==> config.mk <==
export PLATFORM = sky130hd
export DESIGN_NAME = nbr_pattern_tester
export DESIGN_NICKNAME = d
export VERILOG_FILES = /design/src/rtl/nbr_pattern_pkg.sv /design/src/rtl/nbr_scan.sv /design/src/rtl/nbr_check.sv /design/src/rtl/nbr_pattern_tester.sv
export SDC_FILE = /design/constraint.sdc
export NUM_CORES = 1
export LEC_CHECK = 0
export BUFFER_PORTS_ARGS = -buffer_cell sky130_fd_sc_hd__buf_2
export CORE_MARGIN = 3
export CORE_UTILIZATION = 45
export CTS_CLUSTER_SIZE = 24
export DETAILED_ROUTE_END_ITERATION = 16
export GPL_ROUTABILITY_DRIVEN = 0
export HOLD_SLACK_MARGIN = 0.08
export SETUP_SLACK_MARGIN = 0.5
export SLEW_MARGIN = 40
export SYNTH_ARGS = -nofsm -noshare
export SYNTH_HDL_FRONTEND = slang
export SYNTH_SLANG_ARGS = --single-unit
==> constraint.sdc <==
create_clock -name clk -period 3.9 [get_ports clk]
set_clock_uncertainty 0.1 [all_clocks]
set_input_delay 0.195 -clock clk [delete_from_list [all_inputs] [get_ports clk]]
set_output_delay 0.195 -clock clk [all_outputs]
set_load 0.02 [all_outputs]
==> src/rtl/nbr_pattern_pkg.sv <==
package nbr_pattern_pkg;

    typedef enum logic [2:0] {
        S_IDLE,
        S_FILL,
        S_READ,
        S_STEP,
        S_DONE
    } seq_state_t;

    // Two-bit neighbor role; distinct for the four neighbors of any base cell.
    function automatic logic [1:0] role_of(input logic [15:0] r, input logic [15:0] c);
        logic [15:0] s;
        logic [15:0] d;
        s = r + c;
        d = r - c;
        return {d[1], s[1]};
    endfunction

    function automatic logic [3:0] gray4(input logic [3:0] k);
        return k ^ (k >> 1);
    endfunction

endpackage

==> src/rtl/nbr_scan.sv <==
module nbr_scan #(
    parameter int ROWS = 8,
    parameter int COLS = 8,
    localparam int RW = $clog2(ROWS),
    localparam int CW = $clog2(COLS)
) (
    input  logic          clk,
    input  logic          rst_n,
    input  logic          adv,
    output logic [RW-1:0] row,
    output logic [CW-1:0] col,
    output logic          last
);
    localparam logic [RW-1:0] RMAX = RW'(ROWS - 1);
    localparam logic [CW-1:0] CMAX = CW'(COLS - 1);

    assign last = (row == RMAX) && (col == CMAX);

    always_ff @(posedge clk) begin
        if (!rst_n) begin
            row <= '0;
            col <= '0;
        end else if (adv) begin
            if (col == CMAX) begin
                col <= '0;
                row <= (row == RMAX) ? '0 : row + RW'(1);
            end else begin
                col <= col + CW'(1);
            end
        end
    end

    // after the last cell the scan restarts at the origin
    p_scan_wrap_r2: assert property (@(posedge clk) disable iff (!rst_n)
        (adv && last) |=> (row == '0 && col == '0));

endmodule

==> src/rtl/nbr_check.sv <==
module nbr_check #(
    parameter int RW = 3,
    parameter int CW = 3
) (
    input  logic          clk,
    input  logic          rst_n,
    input  logic          clear,
    input  logic          rd_issue,
    input  logic [RW-1:0] rd_row,
    input  logic [CW-1:0] rd_col,
    input  logic [3:0]    rd_pat,
    input  logic          exp_bit,
    input  logic          rdata,
    output logic          pend,
    output logic          err,
    output logic [RW-1:0] err_row,
    output logic [CW-1:0] err_col,
    output logic [3:0]    err_pat
);
    logic [RW-1:0] q_row;
    logic [CW-1:0] q_col;
    logic [3:0]    q_pat;
    logic          q_exp;

    always_ff @(posedge clk) begin
        if (!rst_n) begin
            pend    <= 1'b0;
            q_row   <= '0;
            q_col   <= '0;
            q_pat   <= '0;
            q_exp   <= 1'b0;
            err     <= 1'b0;
            err_row <= '0;
            err_col <= '0;
            err_pat <= '0;
        end else begin
            pend <= rd_issue;
            if (rd_issue) begin
                q_row <= rd_row;
                q_col <= rd_col;
                q_pat <= rd_pat;
                q_exp <= exp_bit;
            end
            if (clear) begin
                err <= 1'b0;
            end else if (pend && (rdata != q_exp) && !err) begin
                err     <= 1'b1;
                err_row <= q_row;
                err_col <= q_col;
                err_pat <= q_pat;
            end
        end
    end

    // the flag holds until a new run clears it
    p_err_sticky_r7: assert property (@(posedge clk) disable iff (!rst_n)
        (err && !clear) |=> err);

    // captured location frozen once flagged
    p_capture_frozen_r7: assert property (@(posedge clk) disable iff (!rst_n)
        (err && !clear) |=> ($stable(err_row) && $stable(err_col) && $stable(err_pat)));

endmodule

==> src/rtl/nbr_pattern_tester.sv <==
module nbr_pattern_tester
    import nbr_pattern_pkg::*;
#(
    parameter int ROWS = 8,
    parameter int COLS = 8,
    localparam int RW = $clog2(ROWS),
    localparam int CW = $clog2(COLS)
) (
    input  logic          clk,
    input  logic          rst_n,
    input  logic          start,
    output logic          mem_en,
    output logic          mem_we,
    output logic [RW-1:0] mem_row,
    output logic [CW-1:0] mem_col,
    output logic          mem_wdata,
    input  logic          mem_rdata,
    output logic          done,
    output logic          err,
    output logic [RW-1:0] err_row,
    output logic [CW-1:0] err_col,
    output logic [3:0]    err_pat
);
    localparam logic [3:0] LAST_STEP = 4'd15;

    seq_state_t    state;
    logic          grp;
    logic          bval;
    logic [3:0]    kstep;
    logic [RW-1:0] row;
    logic [CW-1:0] col;
    logic          last;
    logic          busy;
    logic          is_base;
    logic [1:0]    role;
    logic [3:0]    gcur;
    logic [3:0]    chg;
    logic          launch;
    logic          rd_issue;
    logic          pend;

    assign busy    = (state == S_FILL) || (state == S_READ) || (state == S_STEP);
    assign is_base = (row[0] ^ col[0]) == grp;
    assign role    = role_of(16'(row), 16'(col));
    assign gcur    = gray4(kstep);
    assign chg     = gcur ^ gray4(kstep - 4'd1);
    assign launch  = start && ((state == S_IDLE) || (state == S_DONE));
    assign rd_issue = (state == S_READ) && is_base;

    nbr_scan #(.ROWS(ROWS), .COLS(COLS)) u_scan (
        .clk  (clk),
        .rst_n(rst_n),
        .adv  (busy),
        .row  (row),
        .col  (col),
        .last (last)
    );

    nbr_check #(.RW(RW), .CW(CW)) u_check (
        .clk     (clk),
        .rst_n   (rst_n),
        .clear   (launch),
        .rd_issue(rd_issue),
        .rd_row  (row),
        .rd_col  (col),
        .rd_pat  (kstep),
        .exp_bit (bval),
        .rdata   (mem_rdata),
        .pend    (pend),
        .err     (err),
        .err_row (err_row),
        .err_col (err_col),
        .err_pat (err_pat)
    );

    // State register and pass counters
    always_ff @(posedge clk) begin
        if (!rst_n) begin
            state <= S_IDLE;
            grp   <= 1'b0;
            bval  <= 1'b0;
            kstep <= '0;
        end else begin
            unique case (state)
                S_IDLE, S_DONE: begin
                    if (start) begin
                        state <= S_FILL;
                        grp   <= 1'b0;
                        bval  <= 1'b0;
                        kstep <= '0;
                    end
                end
                S_FILL: if (last) state <= S_READ;
                S_STEP: if (last) state <= S_READ;
                S_READ: begin
                    if (last) begin
                        if (kstep != LAST_STEP) begin
                            kstep <= kstep + 4'd1;
                            state <= S_STEP;
                        end else if (!bval) begin
                            bval  <= 1'b1;
                            kstep <= '0;
                            state <= S_FILL;
                        end else if (!grp) begin
                            grp   <= 1'b1;
                            bval  <= 1'b0;
                            kstep <= '0;
                            state <= S_FILL;
                        end else begin
                            state <= S_DONE;
                        end
                    end
                end
                default: state <= S_IDLE;
            endcase
        end
    end

    // Array access outputs
    always_comb begin
        mem_en    = 1'b0;
        mem_we    = 1'b0;
        mem_wdata = 1'b0;
        unique case (state)
            S_FILL: begin
                mem_en    = 1'b1;
                mem_we    = 1'b1;
                mem_wdata = is_base ? bval : gcur[role];
            end
            S_READ: begin
                mem_en = is_base;
            end
            S_STEP: begin
                mem_en    = !is_base && chg[role];
                mem_we    = 1'b1;
                mem_wdata = gcur[role];
            end
            default: ;
        endcase
    end

    assign mem_row = row;
    assign mem_col = col;
    assign done    = (state == S_DONE) && !pend;

    // each step changes exactly one neighbor role
    p_one_role_r4: assert property (@(posedge clk) disable iff (!rst_n)
        (state == S_STEP) |-> ($countones(chg) == 1));

    // pattern index is held for a whole read scan
    p_pattern_hold_r3: assert property (@(posedge clk) disable iff (!rst_n)
        (state == S_READ && !last) |=> $stable(kstep));

    // finished state persists until a new start
    p_done_hold_r8: assert property (@(posedge clk) disable iff (!rst_n)
        (state == S_DONE && !start) |=> (state == S_DONE && !mem_en));

    // a new base-value pass always begins with a fill at pattern 0
    p_pass_fill_r6: assert property (@(posedge clk) disable iff (!rst_n)
        (state == S_FILL) |-> (kstep == 4'd0));

endmodule

* Yosys cells after proc, flatten, opt, wreduce, memory -nomap -nowiden
Cells that the tools add are included.
** Operators by class
- $add $sub $neg :: 6
- Magnitude comparators :: 1
- Equal/unequal tests :: 15
- Multiplexer cells :: 33
- Bitwise logic cells :: 6
- Reductions and logical operators :: 24
** Operators with widths (number)
- 2-to-1 mux 3 bit :: 8
- 2-to-1 mux 4 bit :: 5
- 2-to-1 mux 1 bit :: 12
- equality test 3 bit, second input constant :: 3
- one-hot mux 3 bit (3 select lines) :: 1
- != test 2 bit, second input constant :: 4
- one-hot mux 4 bit (2 select lines) :: 1
- AND reduction 4 bit :: 2
- bitwise XOR 4 x 3 -> 4 bit :: 2
- logical AND 1 bit :: 7
- adder 3 x 1 -> 3 bit, second input constant :: 2
- equality test 3 x 2 -> 1 bit, second input constant :: 2
- one-hot mux 1 bit (2 select lines) :: 3
- OR reduction 2 bit :: 3
- AND reduction 5 bit :: 1
- adder 4 x 1 -> 4 bit, second input constant :: 1
- binary-select mux 1 bit (select 2 bit) :: 2
- != test 4 x 3 -> 1 bit, second input constant :: 1
- != test 4 bit, second input constant :: 1
- AND reduction 2 bit :: 2
- subtractor 4 x 1 -> 4 bit, second input constant :: 1
- bitwise XOR 4 bit :: 1
- equality test 3 x 1 -> 1 bit, second input constant :: 1
- zero test 1 bit :: 3
- other kinds (13) :: 16
** Word-level totals
- Register bits after elaboration :: 38
- Input port bits :: 4
- Output and inout bits :: 21
- Word-level logic and storage cells :: 100

* Longest topological paths before layout
- Depth after elaboration :: 7
- Mapped depth :: 7

* By module
From an unflattened synthesis, not the netlist that was laid out.
** Second synthesis, totals
- Cell total of the unflattened synthesis :: 239
- Area, all modules :: 2229.6 µm²
** Modules (own cells, without submodules)
- nbr_pattern_tester :: times used 1, cells an instance 123, area an instance 999.7 µm², seq. area each 180.2 µm²
- nbr_check :: times used 1, cells an instance 86, area an instance 892.1 µm², seq. area each 460.4 µm²
- nbr_scan :: times used 1, cells an instance 30, area an instance 337.8 µm², seq. area each 120.1 µm²

* Worst setup path before layout
No wires, ideal clock.
- Path type :: register to output
- From :: register u_scan.row[0]
- To :: output mem_en
- Arrival :: 1964 ps
- Required time :: 3605 ps
- Setup slack :: 1641 ps
- Cell stages (with the launch flop) :: 7
- Buffers on the path :: 0
- Path through :: dfxtp_1 > inv_1 > ha_1 > xor2_1 > or3b_2 > a211oi_1 > or3b_1
** On the way
- Longest elaborated chain between the ends :: 5
- Elaborated cells between the ends (all ways) :: 9
- Those cells by class :: add/sub: 2; eq/ne: 1; mux: 3; bitwise: 1; reduce/logical: 2
** RTL lines
- from (decl) :: line nbr_scan.sv:10 : output logic [RW-1:0] row,
- from (signal assigned) :: line nbr_scan.sv:26 : row <= (row == RMAX) ? '0 : row + RW'(1);
- adder 2 bit, or another cell as far along :: line nbr_pattern_pkg.sv:15 : s = r + c;
- binary-select mux 1 bit (select 2 bit) or equality test 1 bit (tied branches) :: line nbr_pattern_tester.sv:134, nbr_pattern_tester.sv:43
- 2-to-1 mux 1 bit (not written as such) or zero test 1 bit (tied branches) :: line nbr_pattern_tester.sv:134 : mem_en = !is_base && chg[role];
- logical AND 1 bit :: line nbr_pattern_tester.sv:134
- one-hot mux 1 bit (3 select lines) (*) :: line nbr_pattern_tester.sv:124 : unique case (state)
- to (decl) :: line nbr_pattern_tester.sv:12 : output logic mem_en,
Mark *: on every way between the ends. The rest lies on a longest branch, timed or not. The select of a mux whose other input is x is not followed.

* Worst setup path in the final report
Ends and elaborated chain as after synthesis.

==> reports/qor.yml <==
run_status:
  status: "completed"
worst_setup_path:
  crit_type: "register to output port"
  path_cells: "inv_1 > ha_1 > xnor2_1 > nor2_1 > nor2_1 > or3b_1 > buf_2"
  crit_slowest_cell: "nor2_1"
  crit_buf_inv: 2
  crit_top_cell: "nor2_1"
  crit_family: "simple AND/OR/NAND/NOR gates"
  critPathLaunchType: "register"
  critPathArrivalTime_ps: 2320
  required_ps: 3610
  rr_startpoint: "u_scan.col[1]"
  endpoint_kind: "output port"
  crit_fanout: 12
  crit_start: "u_scan.row[0]"
  slowest_delay_ps: 620
global_route:
  grt_pass1_wl_mm: 6.61
  grt_use_total: 0.162
  grt_max_degree: 34
  antenna_found_initial: 0
  globalRouteOverflowTotal: 0
  grt_pass1_vias: 1477
clock_tree:
  cts_buffer_depth: 2
  numCtsBuffers: 5
  insertion_delay_ps: 280
  postCtsHoldBufs: 0
  cts.sinks: 38
  cts_tree: "yes"
  htreeDepth: 2
  cts_setup_buffers: 0
  clk_pin_slew_ps: 80
  ctsResizeCount: 0
  cts_root_buf: "clkbuf_8"
yosys:
  syn-cell-area_mm2: 0.00192
  async_reset_ff_frac: 0
  syn_nets: 238
  synth_area_leaders: "dfxtp_1 (40%), ha_1 (9.8%), nand2_1 (6.8%)"
  ys_types: 39
  ys.flop_type: "dfxtp_1"
  yosys.area.top_type_share: 0.396
  synth.ff_latch_count: 38
  synth-edff-count: 0
  yosysWarnings: 0
  yosysSeqAreaShare: 0.396
  syn_area_per_cell_um2: 8.77
  synth_cells: 219
  yosysTopAreaCell: "dfxtp_1"
final_layout:
  area_growth_pct: 13.1
  antenna_cells: 0
  drive_gt1_frac: 0.160
  final_common_cell: "dfxtp_1"
  layout_common_cells: "dfxtp_1 (38), nand2_1 (35), nor2_1 (26)"
  nNetsFinal: 261
  fillCellCount: 409
  final_core_utilization: 0.535
timing:
  fmax_mhz: 382
  hold_viol: 0
  setup_viol: 0
  slew_headroom: 0.479
  min_period_ps: 2620
  tightest_slew_ps: 778
  finalCritPeriodShare: 0.672
  setup_slack_ps: 1280
  tns_ps: 0
  drv_slew: 0
  rsz0062_at_grt: "false"
drt:
  drt-initial-drc-count: 51
  drtAntennaViolNets: 0
  wl_per_cell_um: 13.4
  vias: 1550
  drc_errors: 0
  firstDrtPassIters: 4
  totalWireLength_mm: 3.92
  via_per_inst: 5.29
die:
  ioPinCount: 25
  die_area_mm2: 0.00509
  die_y_um: 71.3
  design.core.area_mm2: 0.00406
  die_x_um: 71.3
  rows: 23
  start_util: 0.473
pwr:
  leakagePower_nw: 0.899
  power-per-cell-area_mw_per_mm2: 332
  peakVddDrop_uv: 207
flow_run:
  drv_cap: 0
place:
  numPortBuffers: 24
  dp_slack_ps: 1560
  dpl.hpwl_mm: 2.86
worst_hold_path:
  min-delay-path-class: "input pin to register"
  hp-start: "rst_n"
## routing by layer
metal / vias to the layer above / global-route usage / share of wire
met4: 0 / 0.0501 / 0.0089
met5: - / 0 / 0
li1: 798 / - / -
met3: 5 / 0.0421 / 0.034
met1: 725 / 0.204 / 0.48
met2: 22 / 0.270 / 0.48
## cells by family after synthesis
group,count (synthesis),share of synthesized area
AOI/OAI and AO/OA,42,0.129
xor gates and xnor gates,8,0.0508
adders and majority gates,15,0.0977
buffers and inverters,17,0.0365
DFF,38,0.396
muxes,14,0.0814
and+or+nand+nor,85,0.208
## report_power, final
part / leakage [nW] / internal, mW / switching, mW
combinational: 0.545 / 0.0172 / 0.0285
clock: 0.0472 / 0.142 / 0.137
sequential: 0.306 / 0.390 / 0.00594
total: 0.899 / 0.549 / 0.171
## Yosys cell counts, types with 2 or more instances
cell	instances
buf_2	5
or3_1	2
dfxtp_1	38
nand2_1	35
nand2b_1	4
o31ai_1	2
xnor3_1	2
inv_1	8
xnor2_1	4
or3b_2	2
nand4_1	3
nor2_1	26
nand3_1	2
ha_1	15
mux2i_1	13
clkbuf_1	4
a21oi_1	24
o21a_1	2
o21ai_0	7
xor2_1	2
## layout make-up
class | instances | area (µm²) | area share
Multi-Input combinational cell | 164 | 1100 | 0.505
Sequential cell | 38 | 761 | 0.350
Timing Repair Buffer | 25 | 128 | 0.0588
Clock buffer | 6 | 82.6 | 0.0380
Tap cell | 50 | 62.6 | 0.0288
Inverter | 8 | 30.0 | 0.0138
Clock inverter | 2 | 12.5 | 0.00576
## sequential cells by signal, indices dropped and copies added (netlist names), 3 cells and up
name and cells:
u_scan.col 3, state 3, u_check.q_pat 4, u_check.err_col 3, u_check.err_pat 4, u_check.q_row 3, u_scan.row 3, u_check.err_row 3
kstep 4, u_check.q_col 3
## tightest hold or removal path, stage by stage
cell,delay (ps)
buf_2,140
nand2_1,70
nor2_1,40
## final timing paths
| path | endpoint | slack [ps] | cells after the start |
|---|---|---|---|
| max | mem_en | 1280 | 7 |
| min reg2reg | u_check.q_pat[0] | 360 | 2 |
| max reg2reg | kstep[1] | 1610 | 6 |
| min | grp | 90 | 3 |
## through the flow
stage	cells	cell area, µm²	total power, mW	hold slack (ps)
2_1_floorplan	219	1920	0.438	213
3_3_place_gp	285	2080	0.451	345
3_5_place_dp	285	2080	0.451	348
4_1_cts	293	2170	0.726	92.5
5_1_grt	293	2170	0.752	92.5
6_report	293	2170	0.721	94.5
Power figures use the tool's default switching activity.
